===== config.mk =====
export PLATFORM = sky130hd
export DESIGN_NAME = adc_start_ctrl
export DESIGN_NICKNAME = d
export VERILOG_FILES = /design/src/rtl/adc_ctrl_pkg.sv /design/src/rtl/adc_sync2.sv /design/src/rtl/adc_start_detect.sv /design/src/rtl/adc_sar_seq.sv /design/src/rtl/adc_start_ctrl.sv
export SDC_FILE = /design/constraint.sdc
export NUM_CORES = 1
export LEC_CHECK = 0
export ABC_AREA = 1
export BUFFER_PORTS_ARGS = -buffer_cell sky130_fd_sc_hd__buf_2
export CAP_MARGIN = 20
export CORE_MARGIN = 2
export CORE_UTILIZATION = 45
export DETAILED_ROUTE_END_ITERATION = 6
export PLACE_DENSITY = 0.66
export SYNTH_ARGS = -nofsm -noshare
export SYNTH_HDL_FRONTEND = slang
export SYNTH_SLANG_ARGS = --single-unit
export TNS_END_PERCENT = 30

===== constraint.sdc =====
create_clock -name clk_i -period 2.7 [get_ports clk_i]
set_clock_uncertainty 0.2 [all_clocks]
set_input_delay 0.54 -clock clk_i [delete_from_list [all_inputs] [get_ports clk_i]]
set_output_delay 0.54 -clock clk_i [all_outputs]
set_load 0.005 [all_outputs]

===== src/rtl/adc_ctrl_pkg.sv =====
package adc_ctrl_pkg;
  typedef enum logic {LEN_FULL = 1'b0, LEN_SHORT = 1'b1} conv_len_e;
endpackage


===== src/rtl/adc_sync2.sv =====
module adc_sync2 #(
  parameter int W = 1,
  parameter logic [W-1:0] RST_VAL = '0
) (
  input  logic         clk_i,
  input  logic         rst_ni,
  input  logic [W-1:0] d_i,
  output logic [W-1:0] q_o
);
  logic [W-1:0] s1_q, s2_q;

  always_ff @(posedge clk_i or negedge rst_ni) begin
    if (!rst_ni) begin
      s1_q <= RST_VAL;
      s2_q <= RST_VAL;
    end else begin
      s1_q <= d_i;
      s2_q <= s1_q;
    end
  end

  assign q_o = s2_q;
endmodule


===== src/rtl/adc_start_detect.sv =====
module adc_start_detect (
  input  logic clk_i,
  input  logic rst_ni,
  input  logic ce_s_i,
  input  logic cs_n_s_i,
  input  logic rc_n_s_i,
  output logic start_o
);
  logic cond, cond_q;

  assign cond = ce_s_i & ~cs_n_s_i & ~rc_n_s_i;

  always_ff @(posedge clk_i or negedge rst_ni) begin
    if (!rst_ni) cond_q <= 1'b0;
    else         cond_q <= cond;
  end

  // last input to arrive makes the rising edge
  assign start_o = cond & ~cond_q;

  a_r2_start_needs_all: assert property (@(posedge clk_i) disable iff (!rst_ni)
    start_o |-> (ce_s_i && !cs_n_s_i && !rc_n_s_i));
  a_r3_single_pulse: assert property (@(posedge clk_i) disable iff (!rst_ni)
    start_o |=> !start_o);
endmodule


===== src/rtl/adc_sar_seq.sv =====
module adc_sar_seq
  import adc_ctrl_pkg::*;
#(
  parameter int RES_W   = 12,
  parameter int SHORT_W = 8
) (
  input  logic             clk_i,
  input  logic             rst_ni,
  input  logic             start_i,
  input  logic             a0_i,
  input  logic             cmp_i,
  output logic             busy_o,
  output logic [RES_W-1:0] trial_o,
  output logic [RES_W-1:0] result_o
);
  localparam int IDX_W = $clog2(RES_W);
  localparam int PAD_W = RES_W - SHORT_W;
  localparam logic [IDX_W-1:0] TOP_IDX  = IDX_W'(RES_W - 1);
  localparam logic [IDX_W-1:0] LAST_IDX = IDX_W'(PAD_W);
  localparam logic [RES_W-1:0] LO_MASK  = (RES_W'(1) << PAD_W) - RES_W'(1);
  localparam logic [RES_W-1:0] PAD      = RES_W'(1) << (PAD_W - 1);

  logic [RES_W-1:0] sar_q, result_q, bit_sel, next_bits;
  logic [IDX_W-1:0] idx_q;
  conv_len_e        len_q;
  logic             busy_q, done;

  assign bit_sel   = RES_W'(1) << idx_q;
  assign next_bits = cmp_i ? (sar_q | bit_sel) : sar_q;
  assign done      = (idx_q == '0) || (len_q == LEN_SHORT && idx_q <= LAST_IDX);

  always_ff @(posedge clk_i or negedge rst_ni) begin
    if (!rst_ni) begin
      busy_q   <= 1'b0;
      sar_q    <= '0;
      idx_q    <= '0;
      len_q    <= LEN_FULL;
      result_q <= '0;
    end else if (!busy_q) begin
      if (start_i) begin
        busy_q <= 1'b1;
        sar_q  <= '0;
        idx_q  <= TOP_IDX;
        len_q  <= conv_len_e'(a0_i);
      end
    end else begin
      sar_q <= next_bits;
      if (done) begin
        busy_q   <= 1'b0;
        result_q <= (len_q == LEN_SHORT) ? ((next_bits & ~LO_MASK) | PAD) : next_bits;
      end else begin
        idx_q <= idx_q - 1'b1;
        // redundant start: length re-captured, sequence untouched
        if (start_i) len_q <= conv_len_e'(a0_i);
      end
    end
  end

  assign busy_o   = busy_q;
  assign trial_o  = busy_q ? (sar_q | bit_sel) : '0;
  assign result_o = result_q;

  // busy-cycle counter for the length bound check
  logic [IDX_W:0] cyc_q;
  always_ff @(posedge clk_i or negedge rst_ni) begin
    if (!rst_ni)     cyc_q <= '0;
    else if (busy_q) cyc_q <= cyc_q + 1'b1;
    else             cyc_q <= '0;
  end

  a_r2_start_loads: assert property (@(posedge clk_i) disable iff (!rst_ni)
    start_i && !busy_q |=> busy_q && idx_q == TOP_IDX);
  a_r7_no_restart: assert property (@(posedge clk_i) disable iff (!rst_ni)
    busy_q && !done |=> busy_q && idx_q == $past(idx_q) - 1'b1);
  a_r4_len_bound: assert property (@(posedge clk_i) disable iff (!rst_ni)
    cyc_q <= (IDX_W+1)'(RES_W));
  a_r6_pad: assert property (@(posedge clk_i) disable iff (!rst_ni)
    $fell(busy_q) && $past(len_q) == LEN_SHORT |-> (result_q & LO_MASK) == PAD);
  a_r10_hold: assert property (@(posedge clk_i) disable iff (!rst_ni)
    !$past(busy_q) |-> $stable(result_q));
endmodule


===== src/rtl/adc_start_ctrl.sv =====
module adc_start_ctrl #(
  parameter int RES_W   = 12,
  parameter int SHORT_W = 8
) (
  input  logic             clk_i,
  input  logic             rst_ni,
  input  logic             ce_i,
  input  logic             cs_ni,
  input  logic             rc_ni,
  input  logic             a0_i,
  input  logic             cmp_i,
  output logic             busy_o,
  output logic [RES_W-1:0] trial_o,
  output logic [RES_W-1:0] result_o
);
  logic [3:0] raw, syn;
  logic       start;

  assign raw = {ce_i, cs_ni, rc_ni, a0_i};

  // reset to the inactive control levels
  adc_sync2 #(.W(4), .RST_VAL(4'b0110)) u_sync (
    .clk_i (clk_i),
    .rst_ni(rst_ni),
    .d_i   (raw),
    .q_o   (syn)
  );

  adc_start_detect u_det (
    .clk_i   (clk_i),
    .rst_ni  (rst_ni),
    .ce_s_i  (syn[3]),
    .cs_n_s_i(syn[2]),
    .rc_n_s_i(syn[1]),
    .start_o (start)
  );

  adc_sar_seq #(.RES_W(RES_W), .SHORT_W(SHORT_W)) u_seq (
    .clk_i   (clk_i),
    .rst_ni  (rst_ni),
    .start_i (start),
    .a0_i    (syn[0]),
    .cmp_i   (cmp_i),
    .busy_o  (busy_o),
    .trial_o (trial_o),
    .result_o(result_o)
  );

  a_r1_idle_trial: assert property (@(posedge clk_i) disable iff (!rst_ni)
    !busy_o |-> trial_o == '0);
endmodule


Word level (Yosys, flattened, before mapping):

Index checks and enable logic that the tools add are counted.

* bits in registers: 39
* input bits: 7
* output and inout port bits: 25
* logic and storage cells: 39

* $add $sub $neg: 1
* $lt $le $gt $ge: 1
* equality and inequality tests: 1
* shift operators: 1
* multiplexer cells: 14
* bitwise gates (word level): 7
* reductions and logical operators: 6

Operators by type and width (count)
* $mux W12: 4
* $mux W4: 4
* $or A12 B12 Y12: 1
* $shl A1 B4 Y12 const A: 1
* $mux W1: 6
* $le A4 B3 Y1 const B: 1
* $logic_not A4 Y1: 1
* $reduce_and A2 Y1: 2
* $sub A4 B1 Y4 const B: 1
* $and A1 B1 Y1: 3
* $not A1 Y1: 3
* $ne A2 B2 Y1 const B: 1
* $reduce_bool A2 Y1: 1
* $logic_and A1 B1 Y1: 1
* $logic_or A1 B1 Y1: 1

Logic depth before layout (Yosys ltp):

* depth after elaboration: 7
* mapped depth: 9
* gate-level depth less buffers: 8

Modules after synthesis:

A second synthesis with hierarchy kept.

* cell total of the unflattened synthesis: 218
* area total of the unflattened synthesis: 1898.1 µm²

Modules (own cells, without submodules)
* adc_sar_seq: instances 1, cells an instance 204, area each 1640.3 µm², sequential area each 750.7 µm²
* adc_sync2: instances 1, cells an instance 8, area each 205.2 µm², sequential area each 205.2 µm²
* adc_start_detect: instances 1, cells an instance 6, area each 52.6 µm², sequential area each 25.0 µm²

Worst setup path after synthesis:

Ideal clock, no wire load.

* path type: reg2out
* from: register u_seq.idx_q[0]
* to: output port trial_o[8]
* data arrival time: 1.046 ns
* required time: 1.960 ns
* slack: 0.914 ns
* stages on the path, launching flop included: 5
* buffers on the path: 0
* cell sequence: dfrtp_1 inv_1 ha_1 nand3_1 a21oi_1

* word-level cells in the longest chain between the ends: 3

Ends and longest elaborated chain
* start, declared: line adc_sar_seq.sv:24 `logic [IDX_W-1:0] idx_q;`
* start signal, assigned: line adc_sar_seq.sv:52 `idx_q <= idx_q - 1'b1;`
* $shl A1 B4 Y12: line adc_sar_seq.sv:28 `assign bit_sel = RES_W'(1) << idx_q;`
* $or A12 B12 Y12: line adc_sar_seq.sv:60 `assign trial_o = busy_q ? (sar_q | bit_sel) : '0;`
* $mux W12: line adc_sar_seq.sv:60
* end, declared: line adc_start_ctrl.sv:13 `output logic [RES_W-1:0] trial_o,`

No other way between the ends.

Final worst setup path:

* from: register u_seq.idx_q[0]
* to: output port trial_o[0]

The elaborated chain is that of the path after synthesis.

==> parameters.txt <==
Parameter                              Value

Run status
  Run status    completed

Worst setup path
  R2r worst-path depth    9
  Kind of critical path    register to primary output
  Setup slack of the worst register-to-register path    640 ps
  Capture point of the worst reg-to-reg path    u_seq.idx_q[1]
  Data arrival time of the critical path    1620 ps
  CP max FO    6
  Startpoint type of the worst setup path    register
  Worst Setup End Kind    primary output
  Required time reported for the critical path endpoint    1960 ps
  R2r startpoint    u_seq.idx_q[0]

Timing
  Final number of max-transition violations    0
  Unrepaired setup endpoints after global routing    false
  Minimum clock period    2360 ps
  Endpoints failing setup    0
  Number of hold-slack violations in the final timing report    0
  Slew at the pin closest to its max-slew limit    860 ps
  Setup TNS    0 ps
  Share of the cycle needed by the critical path after routing    87.3%
  Rel. slew slack    42.6%
  Highest achievable clock rate    0.424 GHz

Floorplan
  Boundary pin count    32
  Core box area    3970 sq um
  DIE AREA    4600 sq um
  Die width    67.8 um
  Num rows    23
  Initial Utilization    46.1%
  Height of the die    67.8 um

CTS
  Clock slew at reported path FFs    80 ps
  Clock insertion delay at the later pin of the skew report    290 ps
  Post-CTS setup buffer count    0
  Buffer levels on the longest clock path    2
  H-tree levels    2
  Post-cts hold buffer count    0
  TritonCTS clock tree    built
  Number of clock sinks    39
  Root cell of the clock tree    sky130_fd_sc_hd__clkbuf_8
  Number of resized instances in the post-cts repair step    0
  Inserted Clock Buffers    5

Global routing
  Total Routing Usage GR    17.8%
  Antenna violations before repair    0
  Vias in the first global route    1411
  Largest net degree at the start of global routing    40
  Global-route wire length before repair    5980 um
  Remaining global-route overflow    0

Route
  First-pass DRT Iterations    4
  Total wirelength of the detailed-routed design    3560 um
  Via total after detailed routing    1443
  Number of nets with antenna violations after routing    0
  Routed wire length per instance    11.7 um
  Detailed Route Iter0 Violations    90
  Detail-routed via count per cell    4.76
  Remaining DRCs    0

Yosys
  Nets in the synthesized netlist    230
  Number of synthesis warnings    0
  Syn_area_per_cell    8.40 sq um
  Cell count after synthesis    218
  Sequential element share of the synthesized area    53.6%
  FF+latch count, synth    39
  Unique masters post-synth    24
  Cell area after technology mapping    1830 sq um

Place
  DP Wirelength    2520 um
  Post-place instance area    2020 sq um
  Final Wtd Congestion    0.861
  Number of port buffers    31

Layout
  Layout filler cell count    376
  Diode count    0
  Area added between synthesis and finish    16.8%
  Post-route cell area    2140 sq um
  Proportion of layout cells with a drive suffix above 1    20.9%
  Post-layout nets    264

Job
  Maximum capacitance violations    0

Pwr
  Power share of the clock group    21.5%
  Static power due to leakage    1.19 nW
  Net load switching power    915 uW
  Switching share of power    39.3%
  Register share of total power    37.8%
  Power density over cell area    1090 nW/um^2
  Comb power frac    40.7%
  Internal portion of total power    1.41 mW
  Worst supply voltage drop on vdd    0.000480 V

Hold path
  HP Class    input port to asynchronous set/reset pin
## sequential cells by signal, indices dropped and copies added (netlist names)
name / flops
u_sync.s1_q: 4
u_sync.q_o: 4
u_seq.len_q: 1
u_seq.result_o: 12
u_seq.sar_q: 12
u_seq.busy_o: 1
u_det.cond_q: 1
u_seq.idx_q: 4
## worst max-delay path, cell delays in order (launching register included)
cell                      delay (ps)
sky130_fd_sc_hd__dfrtp_1         420
sky130_fd_sc_hd__inv_1           170
sky130_fd_sc_hd__ha_1            310
sky130_fd_sc_hd__nand3_1         120
sky130_fd_sc_hd__a21oi_1         170
sky130_fd_sc_hd__buf_2           140
## placed cells by master, fill, tap and decap left out, types with 3 or more instances in the layout
cell / n
sky130_fd_sc_hd__dfstp_2: 4
sky130_fd_sc_hd__inv_1: 30
sky130_fd_sc_hd__a21oi_1: 14
sky130_fd_sc_hd__clkbuf_8: 6
sky130_fd_sc_hd__dfrtp_1: 35
sky130_fd_sc_hd__nand3_1: 15
sky130_fd_sc_hd__o21ai_1: 6
sky130_fd_sc_hd__buf_4: 3
sky130_fd_sc_hd__nand2_1: 78
sky130_fd_sc_hd__buf_2: 31
sky130_fd_sc_hd__o21ai_0: 10
sky130_fd_sc_hd__ha_1: 5
## cell usage after synthesis
master,n,area share (%)
sky130_fd_sc_hd__nand2_1,78,16
sky130_fd_sc_hd__dfrtp_1,35,48
sky130_fd_sc_hd__inv_1,30,6.1
sky130_fd_sc_hd__nand3_1,15,4.1
sky130_fd_sc_hd__a21oi_1,14,3.8
sky130_fd_sc_hd__o21ai_0,10,2.7
sky130_fd_sc_hd__o21ai_1,6,1.6
sky130_fd_sc_hd__ha_1,5,3.4
sky130_fd_sc_hd__dfstp_2,4,5.7
sky130_fd_sc_hd__buf_4,2,0.82
sky130_fd_sc_hd__buf_6,2,1.2
sky130_fd_sc_hd__inv_2,2,0.41
sky130_fd_sc_hd__nand4_1,2,0.68
sky130_fd_sc_hd__nor2_1,2,0.41
sky130_fd_sc_hd__o21a_1,2,0.82
sky130_fd_sc_hd__buf_1,1,0.20
sky130_fd_sc_hd__buf_2,1,0.27
sky130_fd_sc_hd__clkbuf_1,1,0.20
sky130_fd_sc_hd__nand2_2,1,0.34
sky130_fd_sc_hd__nand3_2,1,0.55
sky130_fd_sc_hd__nor2_4,1,0.61
sky130_fd_sc_hd__nor2_8,1,1.1
sky130_fd_sc_hd__o21ai_2,1,0.48
sky130_fd_sc_hd__xor2_1,1,0.48
## worst max-delay path by stage
stage | from | endpoint | slack, ps | cells after the start
after floorplan | u_seq.idx_q[0] | trial_o[8] | 910 | 4
after global placement | u_seq.idx_q[0] | trial_o[0] | 700 | 5
after detailed placement | u_seq.idx_q[0] | u_seq.idx_q[2] | 660 | 9
after CTS | u_seq.idx_q[0] | trial_o[0] | 350 | 5
after global routing | u_seq.idx_q[0] | trial_o[0] | 240 | 5
final | u_seq.idx_q[0] | trial_o[0] | 340 | 5
## kinds of logic (layout without fill, tap and decap cells)
family	after synthesis	in the layout	share of synthesized area [%]
compound gates	33	33	9.49
xor+xnor	1	1	0.478
fa+ha+maj	5	5	3.42
buf+inv	39	74	9.29
flops	39	39	53.6
simple gates	101	101	23.8
## layer usage
| metal | track usage (%) | part of all wire [%] | up-vias |
|---|---|---|---|
| li1 | - | - | 747 |
| met1 | 21.6 | 48 | 665 |
| met2 | 29.2 | 46 | 25 |
| met3 | 4.83 | 4.2 | 6 |
| met4 | 8.50 | 2.1 | 0 |
| met5 | 0 | 0 | - |
## power by group through the flow
| stage | Combinational [mW] | Sequential, mW | Clock, mW |
|---|---|---|---|
| 5_1_grt | 1.11 | 0.905 | 0.534 |
| 6_report | 0.947 | 0.880 | 0.499 |
| 3_5_place_dp | 0.953 | 0.889 | 0 |
| 4_1_cts | 0.956 | 0.879 | 0.509 |
| 2_1_floorplan | 0.701 | 0.855 | 0 |
| 3_3_place_gp | 0.951 | 0.884 | 0 |
## final cells by class
type	count	area [sq um]	area share, %
Sequential cell	39	981	45.8
Multi-Input combinational cell	140	681	31.8
Timing Repair Buffer	34	178	8.30
Inverter	32	120	5.61
Clock buffer	6	82.6	3.86
Tap cell	50	62.6	2.92
Clock inverter	2	35.0	1.64
## stage by stage
stage / hold WS [ps] / setup WS (ps) / cells / power, mW / util, %
3_5_place_dp: 142 / 661 / 295 / 1.84 / 50.9
6_report: 146 / 344 / 303 / 2.33 / 53.9
5_1_grt: 133 / 240 / 303 / 2.54 / 53.9
3_3_place_gp: 133 / 704 / 295 / 1.83 / 50.9
2_1_floorplan: 44.4 / 914 / 218 / 1.56 / -
4_1_cts: 137 / 347 / 303 / 2.34 / 53.9
No activity file was read; power rests on OpenSTA's default activity.
